File: src/rtl/bscr_pkg.sv
package bscr_pkg;

    localparam int NUM_POLY = 2;

    typedef enum logic [1:0] {
        ST_IDLE     = 2'd0,
        ST_PREAMBLE = 2'd1,
        ST_PAYLOAD  = 2'd2
    } bscr_state_e;

    // Generator length per polynomial index
    function automatic int poly_len(input int idx);
        return (idx == 0) ? 15 : 6;
    endfunction

    // Inner feedback tap per polynomial index
    function automatic int poly_tap(input int idx);
        return (idx == 0) ? 14 : 5;
    endfunction

    // Mode floor on the preamble length, in bits
    function automatic int min_preamble(input logic [2:0] mode_code);
        case (mode_code)
            3'd2:    return 2;
            3'd3:    return 4;
            3'd4:    return 4;
            default: return 0;
        endcase
    endfunction

endpackage

File: src/rtl/bscr_len_policy.sv
module bscr_len_policy #(
    parameter int PRE_BITS = 96,
    parameter int LEN_W    = 7
) (
    input  logic [2:0]       mode,
    input  logic [LEN_W-1:0] req_len,
    output logic [LEN_W-1:0] eff_len
);
    import bscr_pkg::*;

    logic [LEN_W-1:0] floor_len;
    logic [LEN_W-1:0] capped_len;

    always_comb begin
        floor_len  = LEN_W'(min_preamble(mode));
        capped_len = (req_len > LEN_W'(PRE_BITS)) ? LEN_W'(PRE_BITS) : req_len;
        eff_len    = (capped_len < floor_len) ? floor_len : capped_len;
    end

endmodule

File: src/rtl/bscr_pn_gen.sv
module bscr_pn_gen #(
    parameter int LEN = 15,
    parameter int TAP = 14
) (
    input  logic           clk,
    input  logic           rst_n,
    input  logic           load,
    input  logic           advance,
    input  logic [LEN-1:0] seed,
    output logic           pn
);
    logic [LEN-1:0] stages;

    assign pn = stages[TAP-1] ^ stages[LEN-1];

    always_ff @(posedge clk) begin
        if (!rst_n) begin
            stages <= '1;
        end else if (load) begin
            stages <= seed;
        end else if (advance) begin
            stages <= {stages[LEN-2:0], pn};
        end
    end

endmodule

File: src/rtl/bscr_ctrl.sv
module bscr_ctrl #(
    parameter int LEN_W = 7
) (
    input  logic                 clk,
    input  logic                 rst_n,
    input  logic                 tx_en,
    input  logic                 bit_stb,
    input  logic [LEN_W-1:0]     eff_len,
    output bscr_pkg::bscr_state_e state,
    output logic [LEN_W-1:0]     pre_idx,
    output logic                 load_seed,
    output logic                 advance,
    output logic                 emit
);
    import bscr_pkg::*;

    bscr_state_e      nxt;
    logic             tx_en_q;
    logic             rise;
    logic [LEN_W-1:0] len_q;

    assign rise = tx_en & ~tx_en_q;

    // State register
    always_ff @(posedge clk) begin
        if (!rst_n) begin
            state <= ST_IDLE;
        end else begin
            state <= nxt;
        end
    end

    // Next state
    always_comb begin
        nxt = state;
        unique case (state)
            ST_IDLE: begin
                if (rise) begin
                    nxt = (eff_len == '0) ? ST_PAYLOAD : ST_PREAMBLE;
                end
            end
            ST_PREAMBLE: begin
                if (!tx_en) begin
                    nxt = ST_IDLE;
                end else if (bit_stb && (pre_idx == len_q - LEN_W'(1))) begin
                    nxt = ST_PAYLOAD;
                end
            end
            ST_PAYLOAD: begin
                if (!tx_en) begin
                    nxt = ST_IDLE;
                end
            end
            default: nxt = ST_IDLE;
        endcase
    end

    // Burst bookkeeping: edge detect, latched length, preamble index
    always_ff @(posedge clk) begin
        if (!rst_n) begin
            tx_en_q <= 1'b0;
            pre_idx <= '0;
            len_q   <= '0;
        end else begin
            tx_en_q <= tx_en;
            if (rise) begin
                pre_idx <= '0;
                len_q   <= eff_len;
            end else if ((state == ST_PREAMBLE) && tx_en && bit_stb) begin
                pre_idx <= pre_idx + LEN_W'(1);
            end
        end
    end

    // Outputs
    always_comb begin
        load_seed = rise && (state == ST_IDLE);
        emit      = (state != ST_IDLE) && tx_en && bit_stb;
        advance   = (state == ST_PAYLOAD) && tx_en && bit_stb;
    end

endmodule

File: src/rtl/burst_scrambler.sv
module burst_scrambler #(
    parameter int PRE_BITS = 96,
    parameter int SEED_W   = 15,
    parameter int LEN_W    = $clog2(PRE_BITS + 1)
) (
    input  logic                clk,
    input  logic                rst_n,
    input  logic                tx_en,
    input  logic                bit_stb,
    input  logic                din,
    input  logic [2:0]          mode,
    input  logic                poly_sel,
    input  logic [SEED_W-1:0]   seed,
    input  logic [LEN_W-1:0]    pre_len,
    input  logic [PRE_BITS-1:0] pre_word,
    output logic                dout,
    output logic                dout_vld,
    output logic                dout_is_pre
);
    import bscr_pkg::*;

    bscr_state_e         state;
    logic [LEN_W-1:0]    eff_len;
    logic [LEN_W-1:0]    pre_idx;
    logic [LEN_W-1:0]    pre_pos;
    logic                load_seed;
    logic                advance;
    logic                emit;
    logic [NUM_POLY-1:0] pn_all;
    logic                pn;

    bscr_len_policy #(
        .PRE_BITS (PRE_BITS),
        .LEN_W    (LEN_W)
    ) u_len (
        .mode    (mode),
        .req_len (pre_len),
        .eff_len (eff_len)
    );

    bscr_ctrl #(
        .LEN_W (LEN_W)
    ) u_ctrl (
        .clk       (clk),
        .rst_n     (rst_n),
        .tx_en     (tx_en),
        .bit_stb   (bit_stb),
        .eff_len   (eff_len),
        .state     (state),
        .pre_idx   (pre_idx),
        .load_seed (load_seed),
        .advance   (advance),
        .emit      (emit)
    );

    for (genvar g = 0; g < NUM_POLY; g++) begin : g_pn
        bscr_pn_gen #(
            .LEN (poly_len(g)),
            .TAP (poly_tap(g))
        ) u_pn (
            .clk     (clk),
            .rst_n   (rst_n),
            .load    (load_seed),
            .advance (advance),
            .seed    (seed[poly_len(g)-1:0]),
            .pn      (pn_all[g])
        );
    end

    assign pn      = pn_all[poly_sel];
    assign pre_pos = LEN_W'(PRE_BITS - 1) - pre_idx;

    // Output register
    always_ff @(posedge clk) begin
        if (!rst_n) begin
            dout        <= 1'b0;
            dout_vld    <= 1'b0;
            dout_is_pre <= 1'b0;
        end else begin
            dout_vld    <= emit;
            dout_is_pre <= emit && (state == ST_PREAMBLE);
            if (!emit) begin
                dout <= 1'b0;
            end else if (state == ST_PREAMBLE) begin
                dout <= pre_word[pre_pos];
            end else begin
                dout <= din ^ pn;
            end
        end
    end

endmodule

File: config.mk
export PLATFORM = sky130hd
export DESIGN_NAME = burst_scrambler
export DESIGN_NICKNAME = d
export VERILOG_FILES = /design/src/rtl/bscr_pkg.sv /design/src/rtl/bscr_len_policy.sv /design/src/rtl/bscr_pn_gen.sv /design/src/rtl/bscr_ctrl.sv /design/src/rtl/burst_scrambler.sv
export SDC_FILE = /design/constraint.sdc
export NUM_CORES = 1
export LEC_CHECK = 0
export ABC_AREA = 1
export BUFFER_PORTS_ARGS = -buffer_cell sky130_fd_sc_hd__buf_2
export CAP_MARGIN = 40
export CORE_ASPECT_RATIO = 1.1
export CORE_MARGIN = 3
export CORE_UTILIZATION = 40
export CTS_CLUSTER_SIZE = 28
export DETAILED_ROUTE_END_ITERATION = 7
export GPL_ROUTABILITY_DRIVEN = 0
export HOLD_SLACK_MARGIN = 0.05
export PLACE_DENSITY = 0.76
export SLEW_MARGIN = 15
export SYNTH_ARGS = -nofsm -noshare
export SYNTH_HDL_FRONTEND = slang
export SYNTH_SLANG_ARGS = --single-unit
File: constraint.sdc
create_clock -name clk -period 1.8 [get_ports clk]
set_input_delay 0.18 -clock clk [delete_from_list [all_inputs] [get_ports clk]]
set_output_delay 0.18 -clock clk [all_outputs]
set_load 0.05 [all_outputs]
==> results of run 1 <==
-- worst paths after layout --
check             cells after the start                                start                             endpoint  slack [ps]
hold / removal                        3                                rst_n            u_ctrl.tx_en_q$_SDFF_PN0_         160
setup reg to reg                     11         u_ctrl.len_q[1]$_SDFFE_PN0P_         u_ctrl.state[1]$_SDFFE_PN0P_         110
setup / recovery                     11         u_ctrl.len_q[1]$_SDFFE_PN0P_         u_ctrl.state[1]$_SDFFE_PN0P_         110
hold reg to reg                       2  g_pn[0].u_pn.stages[2]$_SDFFE_PN1P_  g_pn[0].u_pn.stages[2]$_SDFFE_PN1P_         480
-- power breakdown --
group          switching (W)  internal [W]  leakage [nW]  total [W]
combinational       0.000332      0.000275          1.52   0.000608
clock               0.000298      0.000403        0.0540   0.000701
sequential         0.0000362      0.000969         0.339    0.00101
-- kinds of logic after synthesis --
kind of cell / Yosys count / synth area share
muxes: 1 / 0.00375
AOI/OAI and AO/OA: 122 / 0.245
xor gates and xnor gates: 9 / 0.0262
buffers and inverters: 61 / 0.0970
DFF: 41 / 0.273
adders and majority gates: 3 / 0.0125
and+or+nand+nor: 247 / 0.343
-- cell usage in the layout, fill, tap and decap left out, types with 2 or more instances in the layout --
cell / Yosys / routed
sky130_fd_sc_hd__nor3_1: 4 / 4
sky130_fd_sc_hd__nor2_1: 88 / 86
sky130_fd_sc_hd__buf_12: 0 / 2
sky130_fd_sc_hd__clkbuf_8: 0 / 5
sky130_fd_sc_hd__inv_1: 26 / 24
sky130_fd_sc_hd__nand2_1: 111 / 111
sky130_fd_sc_hd__nor2_2: 2 / 4
sky130_fd_sc_hd__inv_2: 8 / 9
sky130_fd_sc_hd__o221ai_1: 2 / 2
sky130_fd_sc_hd__buf_2: 12 / 129
sky130_fd_sc_hd__buf_4: 4 / 11
sky130_fd_sc_hd__o211ai_1: 11 / 11
sky130_fd_sc_hd__dfxtp_1: 41 / 37
sky130_fd_sc_hd__nand4_1: 4 / 4
sky130_fd_sc_hd__xnor2_1: 3 / 3
sky130_fd_sc_hd__nor2_4: 2 / 2
sky130_fd_sc_hd__inv_4: 1 / 2
sky130_fd_sc_hd__nand3b_1: 2 / 2
sky130_fd_sc_hd__o22ai_1: 19 / 19
sky130_fd_sc_hd__o21ai_0: 51 / 51
sky130_fd_sc_hd__o311ai_0: 8 / 8
sky130_fd_sc_hd__o21ai_1: 6 / 6
sky130_fd_sc_hd__xor2_1: 6 / 6
sky130_fd_sc_hd__nand3_1: 31 / 31
sky130_fd_sc_hd__a21oi_1: 16 / 15
sky130_fd_sc_hd__ha_1: 3 / 2
sky130_fd_sc_hd__a21oi_2: 2 / 3
sky130_fd_sc_hd__dfxtp_2: 0 / 4
-- layer usage --
metal | up-vias | GRT usage
li1 | 1886 | -
met2 | 159 | 0.347
met1 | 1608 | 0.242
met5 | - | 0
met3 | 13 | 0.0366
met4 | 0 | 0.0419
-- metrics by stage --
step                hold slack, ps  setup WS, ps  TNS, ps   util
CTS                            149          75.9        0  0.531
detailed placement             451          54.7        0  0.517
floorplan                      302           248        0      -
global route                   163          -115     -165  0.539
finish                         156           108        0  0.539
global placement               452           150        0  0.517
-- critical path: stages (launching register included) --
cell	delay, ps
sky130_fd_sc_hd__dfxtp_2	350
sky130_fd_sc_hd__inv_4	50
sky130_fd_sc_hd__ha_4	260
sky130_fd_sc_hd__xor2_1	140
sky130_fd_sc_hd__o211ai_1	100
sky130_fd_sc_hd__nor2_1	90
sky130_fd_sc_hd__o21ai_1	70
sky130_fd_sc_hd__nor2_1	100
sky130_fd_sc_hd__nand2_1	110
sky130_fd_sc_hd__a21oi_2	150
sky130_fd_sc_hd__nand2_1	80
sky130_fd_sc_hd__a21oi_2	120
-- state kept, by name, summed over array words and instances (netlist names) --
| signal | cells |
|---|---|
| u_ctrl.len_q | 7 |
| u_ctrl.state | 2 |
| u_ctrl.tx_en_q | 1 |
| dout_vld | 1 |
| g_pn.u_pn.stages | 21 |
| dout_is_pre | 1 |
| dout | 1 |
| u_ctrl.pre_idx | 7 |
-- area by class of cell --
class / count / area share
Clock buffer: 5 / 0.0178
Clock inverter: 2 / 0.00908
Inverter: 35 / 0.0353
Multi-Input combinational cell: 382 / 0.497
Sequential cell: 41 / 0.214
Tap cell: 85 / 0.0276
Timing Repair Buffer: 142 / 0.199
-- what timing repair did --
action	CTS	global route
resized for setup	0	16
setup endpoints to repair	0	3
buffers inserted	0	1
endpoints found under the hold margin	0	0
hold buffers	0	0
==> metrics.md, run 1 <==
| Metric | Value |
|---|---|
| Run status | complete, no violations |
| Aggregate global-route resource usage | 0.197 |
| Leakage power of the design | 1.92 nW |
| Leading register cell type out of synthesis | sky130_fd_sc_hd__dfxtp_1 |
| FILL cells | 722 |
| Total Die Area | 8590 µm² |
| Async set-or-reset flop fraction in the synthesized netlist | 0 |
| Reported max-cap violation count | 0 |
| Final total power | 0.00231 W |
| Classification of the worst setup path | register to register |
| Count of antenna diodes in the layout | 0 |
| Cell area power density | 599 nW/µm² |
| Via total after detailed routing | 3666 |
| Sequential area share after synthesis | 0.273 |
| Clock tree buffer depth | 2 |
| Routed len/inst | 13.1 µm |
| Arrival time of data at the critical path endpoint | 1910 ps |
| Half-perimeter wire length after detailed placement | 6920 µm |
| Leading area contributor after synthesis | sky130_fd_sc_hd__dfxtp_1 |
| Number of sinks on the clock net | 41 |
| GRT overflow | 0 |
| Endpoints failing hold | 0 |
| Setup crit end kind | register |
| Synth warnings | 0 |
| Average via count per standard cell | 5.30 |
| Number of ports placed on the die boundary | 130 |
| Number of synthesized register bits | 41 |
| Most numerous cell types in the synthesized netlist | 111 x sky130_fd_sc_hd__nand2_1, 88 x sky130_fd_sc_hd__nor2_1, 51 x sky130_fd_sc_hd__o21ai_0 |
| Area occupied by registers | 826 µm² |
| Top-count cell post-synth | sky130_fd_sc_hd__nand2_1 |
| Hold crit path type | input pin to register |
| Detailed-routing iteration count for the pre-antenna-repair pass | 4 |
| Starting Density | 0.419 |
| Total Wirelength | 9030 µm |
| Setup-violating endpoint count in the final report | 0 |
| Slew at the pin closest to its max-slew limit | 417 ps |
| Area of the core | 7170 µm² |
| Cell count after synthesis | 484 |
| Summed area of non-filler cells in the final layout | 3860 µm² |
| Synth area leaders | sky130_fd_sc_hd__dfxtp_1 27%, sky130_fd_sc_hd__nand2_1 14%, sky130_fd_sc_hd__nor2_1 11% |
| Area used by multi-input combinational logic | 1920 µm² |
| Post-Syn Area per Cell | 6.21 µm² |
| Synth unique cells | 38 |
| Cell Rows | 32 |
| Pin count of the biggest net entering global routing | 35 |
| Synth Net Count | 614 |
| Number of cells in the finished layout apart from fillers | 692 |
| Setup repair after global routing missed its margin | yes |
| Relative slew slack | 0.722 |
| Nature of the critical path startpoint | register |
| Highest layer used for signal routing | met4 |
| Placed Cells incl. Taps | 684 |
| Maximum fanout count along the critical path | 4 |
| Number of H-tree branching levels | 2 |
| Buffers on Ports | 129 |
| Share of the clock period used by the worst path | 0.940 |
| Met2 layer wire length in the routed design | 4240 µm |
| Drt first-iter violations | 204 |
| Worst ir drop on vdd | 0.000502 V |
| Buffer type at the clock tree root | sky130_fd_sc_hd__clkbuf_8 |
| Die height | 96.9 µm |
| TritonCTS clock tree | built |
| Cell area after synthesis | 3010 µm² |
| Clock latency reported for the late side of the worst-skew pair | 290 ps |
| Achievable Freq | 591 MHz |
| Area share of the largest cell type after synthesis | 0.273 |
| Max-slew violation count | 0 |
| Fraction of layout cells with a size suffix above 1 | 0.297 |
| Via count of the first global-routing pass | 3285 |
| Total cell area at the placement stage | 3700 µm² |
| Number of antenna violations at the first check in global routing | 0 |
| Clock buffers created by TritonCTS | 5 |
| Met3 wirelength from detailed routing | 704 µm |
| Chip Width | 88.6 µm |
| DRC | 0 |
| Post-route antenna net violation count | 0 |
| NumNets Final | 737 |
| Clock Skews | 8.53 ps |
| First-pass GRT wire length | 14000 µm |
| DRT met1 WL | 3960 µm |
| Worst endpoint required time | 2020 ps |
| Number of enable flip-flop cells after synthesis | 0 |
| Minimum period implied by the final worst setup slack | 1690 ps |
| Synthesis-to-layout area growth | 28.4% |
| Post-CTS clock slew at the launch and capture registers of the worst setup and hold paths | 70 ps |
No activity file was read; power rests on OpenSTA's default activity.
==> inputs of run 2 (changes only) <==
--- a/config.mk
+++ b/config.mk
@@ -6,16 +6,16 @@
 export NUM_CORES = 1
 export LEC_CHECK = 0
 export ABC_AREA = 1
-export BUFFER_PORTS_ARGS = -buffer_cell sky130_fd_sc_hd__buf_2
 export CAP_MARGIN = 40
 export CORE_ASPECT_RATIO = 1.1
 export CORE_MARGIN = 3
 export CORE_UTILIZATION = 40
 export CTS_CLUSTER_SIZE = 28
 export DETAILED_ROUTE_END_ITERATION = 7
+export DONT_BUFFER_PORTS = 1
 export GPL_ROUTABILITY_DRIVEN = 0
 export HOLD_SLACK_MARGIN = 0.05
-export PLACE_DENSITY = 0.76
+export PLACE_DENSITY = 0.65
 export SLEW_MARGIN = 15
 export SYNTH_ARGS = -nofsm -noshare
 export SYNTH_HDL_FRONTEND = slang
==> metrics.md, run 2 (synthesis gave the netlist of run 1 again) <==
| Metric | Value |
|---|---|
| Run status | complete, no violations |
| First-pass GRT wire length | 12700 µm (-9.2%) |
| Hold crit path type | input pin to register |
| Achievable Freq | 587 MHz (-0.68%) |
| Buffers on Ports | 0 (-100%) |
| Leading cell type in the layout, fill and taps excluded | sky130_fd_sc_hd__nand2_1 |
| Area of the core | 7170 µm² (unchanged) |
| Half-perimeter wire length after detailed placement | 6370 µm (-7.9%) |
| Leakage power of the design | 1.41 nW (-26%) |
| Arrival time of data at the critical path endpoint | 1940 ps (+30 ps) |
| Post-CTS clock slew at the launch and capture registers of the worst setup and hold paths | 80 ps (about the same) |
| Net Sw Frac | 0.296 (+0.00819) |
| Relative slew slack | 0.477 (-0.245) |
| Count of antenna diodes in the layout | 0 (unchanged) |
| Number of ports placed on the die boundary | 130 (unchanged) |
| Nature of the critical path startpoint | register |
| Chip Width | 88.6 µm (unchanged) |
| DRC | 0 (unchanged) |
| Pin count of the biggest net entering global routing | 31 (-11%) |
| Largest registers | g_pn.u_pn.stages: 21 flops, u_ctrl.len_q: 7 flops, u_ctrl.pre_idx: 7 flops |
| Detailed-routing iteration count for the pre-antenna-repair pass | 5 (+1) |
| Drt first-iter violations | 178 (-13%) |
| Number of flip-flops under the largest register name | 21 (unchanged) |
| Post-route antenna net violation count | 0 (unchanged) |
| Total Wirelength | 8270 µm (-8.5%) |
| Number of sinks on the clock net | 41 (unchanged) |
| Average via count per standard cell | 5.64 (+6.5%) |
| Aggregate global-route resource usage | 0.182 (-0.0147) |
| Share of the clock period used by the worst path | 0.947 (+0.00640) |
| Minimum period implied by the final worst setup slack | 1700 ps (+11.5 ps) |
| Placed Cells incl. Taps | 554 (-19%) |
| Via total after detailed routing | 3183 (-13%) |
| Cell internal pwr | 0.00156 W (-5.1%) |
| Cell area power density | 689 nW/µm² (+15%) |
| Routed len/inst | 14.7 µm (+12%) |
| Sequential cell fraction of total power | 0.455 (+0.020) |
| Number of H-tree branching levels | 2 (unchanged) |
| FILL cells | 749 (+3.7%) |
| Setup crit end kind | register |
| GRT overflow | 0 (unchanged) |
| Number of cells in the finished layout apart from fillers | 564 (-18%) |
| Maximum fanout count along the critical path | 4 (unchanged) |
| Reported max-cap violation count | 0 (unchanged) |
| Sum of negative setup slack | 0 ps (unchanged) |
| Setup repair after global routing missed its margin | yes |
| Top library cells by usage in the layout, fill and taps aside | 111 x sky130_fd_sc_hd__nand2_1, 87 x sky130_fd_sc_hd__nor2_1, 50 x sky130_fd_sc_hd__o21ai_0, 39 x sky130_fd_sc_hd__dfxtp_1, 31 x sky130_fd_sc_hd__nand3_1 |
| Buffer type at the clock tree root | sky130_fd_sc_hd__clkbuf_8 |
| Share of total power in combinational logic | 0.205 (-0.058) |
| Part of the total power dissipated in the clock network | 0.340 (+0.037) |
| Max-slew violation count | 0 (unchanged) |
| Die height | 96.9 µm (unchanged) |
| Clock tree buffer depth | 2 (unchanged) |
| TritonCTS clock tree | built |
| Fraction of layout cells with a size suffix above 1 | 0.0960 (-0.201) |
| Starting Density | 0.419 (unchanged) |
| Clock Skews | 11.3 ps (+2.78 ps) |
| Slew at the pin closest to its max-slew limit | 785 ps (+368 ps) |
| Total net switching power | 0.000658 W (-1.2%) |
| Worst endpoint required time | 2040 ps (+20 ps) |
| Via count of the first global-routing pass | 2905 (-12%) |
| Clock latency reported for the late side of the worst-skew pair | 300 ps (about the same) |
| Classification of the worst setup path | register to register |
| Clock buffers created by TritonCTS | 5 (unchanged) |
| Finished Core Util | 0.450 (-0.0887) |
| Total Die Area | 8590 µm² (unchanged) |
| NumNets Final | 608 (-18%) |
| Cell Rows | 32 (unchanged) |
| Synthesis-to-layout area growth | 7.29% |
| Number of antenna violations at the first check in global routing | 0 (unchanged) |
| Worst ir drop on vdd | 0.000389 V (-23%) |
| Area used by multi-input combinational logic | 1910 µm² (-0.39%) |
| Area occupied by registers | 823 µm² (-0.30%) |
| Setup-violating endpoint count in the final report | 0 (unchanged) |
| Endpoints failing hold | 0 (unchanged) |
| Biggest register | g_pn.u_pn.stages |
-- run 2: cell types whose count changed in the layout (fill, tap and decap cells not counted), sizes merged --
cell          delta
buf            -131
clkinvlp         +1
dlygate4sd3      +1
dlymetal6s4s     +1
-- run 2: area by class of cell --
cell class                      count  share of cell area
Clock buffer                        5              0.0213
Tap cell                           85              0.0330
Timing Repair Buffer               13              0.0415
Inverter                           35              0.0415
Multi-Input combinational cell    382               0.593
Sequential cell                    41               0.255
Clock inverter                      3              0.0144
-- run 2: worst paths after layout --
check / start / to / slack (ps) / cells after the start
setup / recovery: u_ctrl.len_q[0]$_SDFFE_PN0P_ / u_ctrl.state[1]$_SDFFE_PN0P_ / 100 / 11
setup reg to reg: u_ctrl.len_q[0]$_SDFFE_PN0P_ / u_ctrl.state[1]$_SDFFE_PN0P_ / 100 / 11
hold reg to reg: g_pn[1].u_pn.stages[2]$_SDFFE_PN1P_ / g_pn[1].u_pn.stages[2]$_SDFFE_PN1P_ / 480 / 2
hold / removal: tx_en / u_ctrl.state[1]$_SDFFE_PN0P_ / 60 / 2
-- run 2: repair_timing --
action                     CTS  global route
resized for setup            0            11
hold endpoints to repair    21             0
setup endpoints to repair    0             9
setup buffers                0             0
hold buffers                 2             0
-- run 2: power groups by stage --
| stage | logic (W) | registers, W | clock network (W) |
|---|---|---|---|
| 6_report | 0.000456 | 0.00101 | 0.000756 |
| 4_1_cts | 0.000450 | 0.00101 | 0.000774 |
| 5_1_grt | 0.000527 | 0.00102 | 0.000815 |
| 2_1_floorplan | 0.000369 | 0.00102 | 0 |
| 3_5_place_dp | 0.000437 | 0.00103 | 0 |
| 3_3_place_gp | 0.000427 | 0.00103 | 0 |
-- run 2: per-layer routing --
| metal | wire [µm] | track usage |
|---|---|---|
| met3 | 639 | 0.0409 |
| met4 | 99 | 0.0442 |
| met2 | 4040 | 0.325 |
| met1 | 3490 | 0.214 |
| met5 | 0 | 0 |
-- run 2: stage by stage --
step | cell area [µm²] | total power [W] | setup WS (ps) | hold WS [ps]
after floorplan | 3010 | 0.00139 | 248 | 302
after global placement | 3060 | 0.00145 | 81.7 | 254
after detailed placement | 3060 | 0.00147 | 34.0 | 254
after CTS | 3200 | 0.00223 | 18.5 | 60.0
after global routing | 3220 | 0.00236 | -51.3 | 58.2
final | 3220 | 0.00222 | 96.3 | 60.9
-- run 2: critical path, cell delays in order, from the launching register on --
cell and delay (ps):
sky130_fd_sc_hd__dfxtp_2 370, sky130_fd_sc_hd__inv_2 70, sky130_fd_sc_hd__ha_4 260, sky130_fd_sc_hd__xor2_1 160, sky130_fd_sc_hd__o211ai_1 110, sky130_fd_sc_hd__nor2_1 120, sky130_fd_sc_hd__o21ai_1 70, sky130_fd_sc_hd__nor2_1 90
sky130_fd_sc_hd__nand2_1 90, sky130_fd_sc_hd__a21oi_2 120, sky130_fd_sc_hd__nand2_1 70, sky130_fd_sc_hd__a21oi_2 110
